## config.mk

```make
export PLATFORM = sky130hd
export DESIGN_NAME = flash_irq_unit
export DESIGN_NICKNAME = d
export VERILOG_FILES = /design/src/rtl/flash_irq_pkg.sv /design/src/rtl/rx_thresh_counter.sv /design/src/rtl/irq_status_bits.sv /design/src/rtl/irq_mask_reg.sv /design/src/rtl/flash_irq_unit.sv
export SDC_FILE = /design/constraint.sdc
export NUM_CORES = 1
export LEC_CHECK = 0
export CAP_MARGIN = 30
export CELL_PAD_IN_SITES_DETAIL_PLACEMENT = 1
export CELL_PAD_IN_SITES_GLOBAL_PLACEMENT = 2
export CORE_AREA = 2 2 51 53
export DETAILED_ROUTE_END_ITERATION = 8
export DIE_AREA = 0 0 53 55
export DONT_BUFFER_PORTS = 1
export PLACE_DENSITY = 0.74
export SYNTH_ARGS = -nofsm -noshare
export SYNTH_HDL_FRONTEND = slang
export SYNTH_SLANG_ARGS = --single-unit
```

## constraint.sdc

```tcl
create_clock -name clk -period 1.8 [get_ports clk]
set_clock_uncertainty 0.05 [all_clocks]
set_input_delay 0.36 -clock clk [delete_from_list [all_inputs] [get_ports clk]]
set_output_delay 0.36 -clock clk [all_outputs]
set_load 0.02 [all_outputs]
```

## src/rtl/flash_irq_pkg.sv

```systemverilog
// Shared constants for the flash interrupt aggregator.
// Assumes: status and mask use the same bit positions.
package flash_irq_pkg;
    localparam int EVT_NUM   = 3;
    localparam int EVT_RXTHR = 0;
    localparam int EVT_DMA   = 1;
    localparam int EVT_PIO   = 2;

    typedef enum logic {
        SEL_STATUS = 1'b0,
        SEL_MASK   = 1'b1
    } reg_sel_e;
endpackage

```

## src/rtl/rx_thresh_counter.sv

```systemverilog
// Counts received bytes and pulses hit_o on the byte that reaches the
// selected threshold (SMALL_THR or BIG_THR). Clears on hit and on start.
// Assumes: start_i has priority; a byte seen together with start is dropped.
module rx_thresh_counter #(
    parameter int SMALL_THR = 32,
    parameter int BIG_THR   = 64
) (
    input  logic clk,
    input  logic rst_n,
    input  logic start_i,
    input  logic byte_i,
    input  logic sel_small_i,
    output logic hit_o
);
    localparam int CNT_W = $clog2(BIG_THR + 1);
    localparam logic [CNT_W-1:0] SMALL_V = CNT_W'(SMALL_THR);
    localparam logic [CNT_W-1:0] BIG_V   = CNT_W'(BIG_THR);

    logic [CNT_W-1:0] cnt_q;
    logic [CNT_W-1:0] cnt_inc;
    logic [CNT_W-1:0] thr_v;

    // Select threshold and form the incremented count.
    always_comb begin
        thr_v   = sel_small_i ? SMALL_V : BIG_V;
        cnt_inc = cnt_q + CNT_W'(1);
        hit_o   = byte_i && !start_i && (cnt_inc >= thr_v);
    end

    // Byte count register: cleared by start or threshold hit.
    always_ff @(posedge clk) begin
        if (!rst_n)              cnt_q <= '0;
        else if (start_i)        cnt_q <= '0;
        else if (hit_o)          cnt_q <= '0;
        else if (byte_i)         cnt_q <= cnt_inc;
    end


    cnt_range_chk: assert property (@(posedge clk) disable iff (!rst_n)
        cnt_q < BIG_V);

    start_clears_chk: assert property (@(posedge clk) disable iff (!rst_n)
        start_i |=> (cnt_q == '0));
endmodule

```

## src/rtl/irq_status_bits.sv

```systemverilog
// Sticky event status bits with write-one-to-clear.
// Assumes: a set and a clear on the same bit in one cycle leave it set.
module irq_status_bits #(
    parameter int N = 3
) (
    input  logic         clk,
    input  logic         rst_n,
    input  logic [N-1:0] set_i,
    input  logic [N-1:0] clr_i,
    output logic [N-1:0] sts_o
);
    for (genvar i = 0; i < N; i++) begin : g_bit
        // One sticky bit: set has priority over clear.
        always_ff @(posedge clk) begin
            if (!rst_n)        sts_o[i] <= 1'b0;
            else if (set_i[i]) sts_o[i] <= 1'b1;
            else if (clr_i[i]) sts_o[i] <= 1'b0;
        end


        set_wins_chk: assert property (@(posedge clk) disable iff (!rst_n)
            set_i[i] |=> sts_o[i]);

        clr_takes_chk: assert property (@(posedge clk) disable iff (!rst_n)
            (clr_i[i] && !set_i[i]) |=> !sts_o[i]);
    end
endmodule

```

## src/rtl/irq_mask_reg.sv

```systemverilog
// Software-written mask register; a 1 blocks the matching event from irq.
// Assumes: resets to all masked.
module irq_mask_reg #(
    parameter int N = 3
) (
    input  logic         clk,
    input  logic         rst_n,
    input  logic         wr_i,
    input  logic [N-1:0] wdata_i,
    output logic [N-1:0] mask_o
);
    // Mask storage, loaded on write.
    always_ff @(posedge clk) begin
        if (!rst_n)    mask_o <= '1;
        else if (wr_i) mask_o <= wdata_i;
    end


    mask_load_chk: assert property (@(posedge clk) disable iff (!rst_n)
        wr_i |=> (mask_o == $past(wdata_i)));
endmodule

```

## src/rtl/flash_irq_unit.sv

```systemverilog
// Top: collects programmed-I/O done, DMA done and receive-threshold events
// into a status register and drives a level interrupt through a mask.
// Assumes: event inputs are single-cycle pulses in the clk domain.
module flash_irq_unit
    import flash_irq_pkg::*;
#(
    parameter int SMALL_THR = 32,
    parameter int BIG_THR   = 64
) (
    input  logic                clk,
    input  logic                rst_n,
    input  logic                pio_done_i,
    input  logic                dma_done_i,
    input  logic                rx_byte_i,
    input  logic                xfer_start_i,
    input  logic                thr_small_i,
    input  logic                reg_wr_i,
    input  logic                reg_addr_i,
    input  logic [EVT_NUM-1:0]  reg_wdata_i,
    output logic [EVT_NUM-1:0]  reg_rdata_o,
    output logic                irq_o
);
    logic               rx_hit;
    logic [EVT_NUM-1:0] evt_set;
    logic [EVT_NUM-1:0] evt_clr;
    logic [EVT_NUM-1:0] sts;
    logic [EVT_NUM-1:0] msk;
    logic               wr_sts;
    logic               wr_msk;

    rx_thresh_counter #(
        .SMALL_THR (SMALL_THR),
        .BIG_THR   (BIG_THR)
    ) u_cnt (
        .clk         (clk),
        .rst_n       (rst_n),
        .start_i     (xfer_start_i),
        .byte_i      (rx_byte_i),
        .sel_small_i (thr_small_i),
        .hit_o       (rx_hit)
    );

    // Decode register writes and assemble event vector.
    always_comb begin
        wr_sts              = reg_wr_i && (reg_sel_e'(reg_addr_i) == SEL_STATUS);
        wr_msk              = reg_wr_i && (reg_sel_e'(reg_addr_i) == SEL_MASK);
        evt_clr             = wr_sts ? reg_wdata_i : '0;
        evt_set             = '0;
        evt_set[EVT_PIO]    = pio_done_i;
        evt_set[EVT_DMA]    = dma_done_i;
        evt_set[EVT_RXTHR]  = rx_hit;
    end

    irq_status_bits #(.N(EVT_NUM)) u_sts (
        .clk   (clk),
        .rst_n (rst_n),
        .set_i (evt_set),
        .clr_i (evt_clr),
        .sts_o (sts)
    );

    irq_mask_reg #(.N(EVT_NUM)) u_msk (
        .clk     (clk),
        .rst_n   (rst_n),
        .wr_i    (wr_msk),
        .wdata_i (reg_wdata_i),
        .mask_o  (msk)
    );

    // Read mux and level interrupt.
    always_comb begin
        reg_rdata_o = (reg_sel_e'(reg_addr_i) == SEL_MASK) ? msk : sts;
        irq_o       = |(sts & ~msk);
    end


    rx_hit_sets_chk: assert property (@(posedge clk) disable iff (!rst_n)
        rx_hit |=> sts[EVT_RXTHR]);
endmodule

```

; ---- Yosys cells after proc, flatten, opt, wreduce, memory -nomap -nowiden
; Index checks and enable logic that the tools add are counted.
[word_totals]
mem_bits_ro = 0
latch_bits = 0
output_inout_bits = 4
ff_bits = 13
wordCells = 30
n_memories = 0
ram_bits = 0
[classes]
bitwise_logic = 4
order_cmp = 1
shifts = 0
reduce_logical = 10
n_div = 0
mux = 9
add_sub_neg = 1
multipliers = 0
n_eq_ne = 0
[ops]
columns = op, n
row1 = adder 7 x 1 -> 7 bit (second input constant), 1
row2 = >= comparator 7 bit, 1
row3 = two-way mux 7 bit, 1
row4 = two-way mux 1 bit, 6
row5 = two-way mux 3 bit, 2
row6 = nonzero test 2 bit, 3
row7 = OR reduction 3 bit, 2
row8 = logical AND 1 bit, 4
row9 = AND 3 bit, 1
row10 = NOT 3 bit, 1
row11 = NOT 1 bit, 2
row12 = zero test 1 bit, 1

; ---- Longest topological paths before layout
[logic_depth]
depth_word = 5
mapped_depth = 8
mapped_depth_nobuf = 8

; ---- By module
; From an unflattened synthesis, not the netlist that was laid out.
[unflattened]
cells_unflattened = 80
hier_area_um2 = 750.7
[modules_own_cells]
columns = module, cells_per_inst, area_each_um2, instances
row1 = rx_thresh_counter, 48, 442.9, 1
row2 = irq_status_bits, 9, 123.9, 1
row3 = irq_mask_reg, 9, 101.3, 1
row4 = flash_irq_unit, 14, 82.6, 1

; ---- Worst setup path after synthesis
; No wires, ideal clock.
[synth_path]
path_type = register -> register
startpoint = register u_cnt.cnt_q[0]
endpoint = register u_sts.sts_o[0]
synth_period_minus_slack_ps = 1913
required_ps = 1692
setup_time_ps = 58
n_path_buf = 0
slack_ps = -113
arrival_ps = 1805
path_stages_with_launch = 9
path_cell_list = dfxtp_1 ha_1 nand3_1 xnor2_1 ha_1 nand4_1 a21o_4 a211oi_2 o21a_1
[synth_via]
elab_chain_len = 4
elab_cells_between_ends = 5
[synth_rtl]
columns = item, line_no
row1 = start: declaration, rx_thresh_counter.sv:19  ; logic [CNT_W-1:0] cnt_q;
row2 = start signal: assignment, rx_thresh_counter.sv:35  ; else if (byte_i) cnt_q <= cnt_inc;
row3 = adder 7 x 1 -> 7 bit *, rx_thresh_counter.sv:26  ; cnt_inc = cnt_q + CNT_W'(1);
row4 = named net u_cnt.cnt_inc[6], rx_thresh_counter.sv:20  ; logic [CNT_W-1:0] cnt_inc;
row5 = >= comparator 7 bit *, rx_thresh_counter.sv:27  ; hit_o = byte_i && !start_i && (cnt_inc >= thr_v);
row6 = logical AND 1 bit *, rx_thresh_counter.sv:27
row7 = two-way mux 1 bit or nonzero test 2 bit (tied branches), -
row8 = end signal: indexed assignment, irq_status_bits.sv:15  ; if (!rst_n) sts_o[i] <= 1'b0;
row9 = end signal: indexed assignment, irq_status_bits.sv:16  ; else if (set_i[i]) sts_o[i] <= 1'b1;
row10 = end signal: indexed assignment, irq_status_bits.sv:17  ; else if (clr_i[i]) sts_o[i] <= 1'b0;
row11 = end: declaration, irq_status_bits.sv:10  ; output logic [N-1:0] sts_o
; Mark *: on every way through the listed nets, which the timed path passes. The rest lies on a longest branch.
; A chain may end at the register's enable or synchronous reset.

; ---- Worst setup path in the final report
[layout_path]
startpoint = register u_cnt.cnt_q[4]
endpoint = register u_cnt.cnt_q[5]
[layout_via]
elab_chain_len = 4
[layout_rtl]
columns = item, line_no
row1 = adder 7 x 1 -> 7 bit, rx_thresh_counter.sv:26
row2 = named net u_cnt.cnt_inc[6], rx_thresh_counter.sv:20
row3 = >= comparator 7 bit, rx_thresh_counter.sv:27
row4 = logical AND 1 bit, rx_thresh_counter.sv:27
row5 = OR reduction 3 bit (no source line), -
; The timed path passes the listed nets, and every way through them passes these cells.

==> flow_summary.ini <==
[detailed_routing]
drt_first_pass_iters = 3
drcViolationCount = 0
wl_per_cell_um = 14.97
viasPerCell = 5.367
wl_mm = 1.916
antenna_left = 0
vias = 687
first_iter_violations = 13

[synth]
syn_area_per_cell_um2 = 8.487
synth_edf_count = 0
syn-cell-area_um2 = 704.4
ys.flop_type = dfxtp_1
synthCells = 83
yosysWarnings = 0
syn_nets = 98
async_reset_ff_frac = 0
ys_ff_latch = 13
ys_types = 29
yosysSeqAreaShare = 0.3694

[pwr]
p_leak_nw = 0.3604
irDropWorstVdd_uv = 260.6
powerDensity_mw_per_mm2 = 610.6
fin_total_pwr_w = 0.0005600

[critical_path]
crit_required_ns = 1.95
path_class = flip-flop to flip-flop
reg2reg_depth = 8
endpoint_kind = flip-flop
cp.arrival_ns = 2.05
cp-start-kind = flip-flop
crit_fanout = 6

[timing]
rsz0062_at_grt = yes
finalHoldViolCount = 0
tns_ns = -0.3009
finalMaxSlewViolations = 0
tightestPinTransition_ns = 0.5117
fin_ws_ns = -0.1001
max_freq_ghz = 0.5263
finalSetupViolCount = 7
finalCritPeriodShare = 1.056
slew_headroom = 0.6650
min_period_ns = 1.900

[clocking]
cts_tree = built
cts.reportedPaths.clkPinSlew_ns = 0.09
clock-root-buffer = clkbuf_4
insertion_delay_ns = 0.29
postCtsHoldBufs = 0
clock_path_buffers = 2
numCtsBuffers = 3
cts_max_level = 1
clock_sinks = 13

[layout]
mostFrequentLayoutCells = buf_4, nand2_1, dfxtp_1
multiInputGateArea_um2 = 479.2
fin_area_um2 = 917.1
syn2layout_area_growth_pct = 30.20
fin_util = 0.3878
num_antenna_cells = 0
final_common_cell = buf_4
seqCellArea_um2 = 269.0
drive_above_1_share = 0.3265
n_fill_cell = 292
num-nets-final = 114

[placement]
place_area_um2 = 844.6
port_buffers = 0
gp_congestion = 0.7536
dp_hpwl_mm = 1.516
dp_slack_ns = -0.07470

[floorplanning]
die_width_um = 53
die_area_mm2 = 0.002915
fp-row-count = 18
core_area_mm2 = 0.002365
boundaryPins = 16
die_h_um = 55
initial_utilization = 0.2979

[status]
status = finished, violations left
violations = negative setup slack

[hold_path]
whs_path_depth = 1
hold_path.class = input pin to flip-flop

[global_route]
antenna_found_initial = 0
overflow = 0
grt_pass1_wl_mm = 2.967
grt_pass1_vias = 690
grt_use_total = 0.1471
grt_max_degree = 11

[run]
max-cap-violations = 0
-- registers in the layout (all words and copies together), names as in the netlist --
register,count
u_sts.sts_o,3
u_cnt.cnt_q,7
u_msk.mask_o,3
-- per-layer routing --
metal	up-vias	track usage	share of wire
li1	330	-	-
met3	4	0.04032	0.063
met2	19	0.2958	0.54
met5	-	0	0
met1	334	0.1289	0.38
met4	0	0.08974	0.019
-- synthesized netlist by cell type (2+ instances only) --
library cell / instances / share of area
dfxtp_1: 13 / 0.37
nand3_1: 9 / 0.064
nand2b_1: 2 / 0.018
o21ai_0: 2 / 0.014
xor2_1: 4 / 0.050
ha_1: 3 / 0.053
nor2_1: 4 / 0.021
nand4_1: 7 / 0.062
a21oi_1: 4 / 0.028
inv_1: 3 / 0.016
o21a_1: 3 / 0.032
nand2_1: 11 / 0.059
a31oi_1: 2 / 0.018
-- path summary, 6_finish.rpt --
kind	to	slack [ns]	startpoint
min	u_msk.mask_o[1]	0.09	rst_n
max	u_cnt.cnt_q[5]	-0.10	u_cnt.cnt_q[4]
min reg2reg	u_msk.mask_o[2]	0.44	u_msk.mask_o[2]
max reg2reg	u_cnt.cnt_q[5]	-0.10	u_cnt.cnt_q[4]
-- report_power, final --
part	switching (W)	internal, W	leakage [nW]
clock network	0.000101	0.0000861	0.0150
registers	0.00000652	0.000296	0.109
logic	0.0000397	0.0000299	0.236
-- cell families (layout without fill, tap and decap cells) --
family,after synthesis,count (layout),share of synthesized area
compound gates,18,18,0.1901
xor+xnor,5,5,0.06216
buf+inv,5,20,0.02663
simple gates,38,38,0.2824
flops,13,13,0.3694
mux,1,1,0.01598
fa+ha+maj,3,3,0.05329
-- metrics by stage --
stage / cells / hold slack (ns)
2_1_floorplan: 83 / 0.3818
3_3_place_gp: 122 / 0.3855
3_5_place_dp: 122 / 0.3933
4_1_cts: 126 / 0.08541
5_1_grt: 128 / 0.09163
6_report: 128 / 0.09310
-- worst max-delay path, cell delays in order, from the launching register on --
cell and delay, ns:
dfxtp_2 0.33, and3_4 0.22, nand3_4 0.09, xnor2_2 0.15
ha_1 0.29, buf_4 0.15, a21oi_4 0.21, nand4_1 0.14
a31oi_1 0.19
-- timing repair --
action | in CTS | in global routing
cloned | 0 | 0
pin swaps | 3 | 7
endpoints found under the setup margin | 7 | 8
gates resized for setup | 1 | 4
setup buffers | 0 | 2
-- layout make-up --
class | count | area share
clock buffer | 4 | 0.02865
inverter | 4 | 0.01637
multi-input combinational | 65 | 0.5225
sequential | 13 | 0.2933
tap | 30 | 0.04093
timing repair buffer | 12 | 0.09823
No activity file was read; power rests on OpenSTA's default activity.
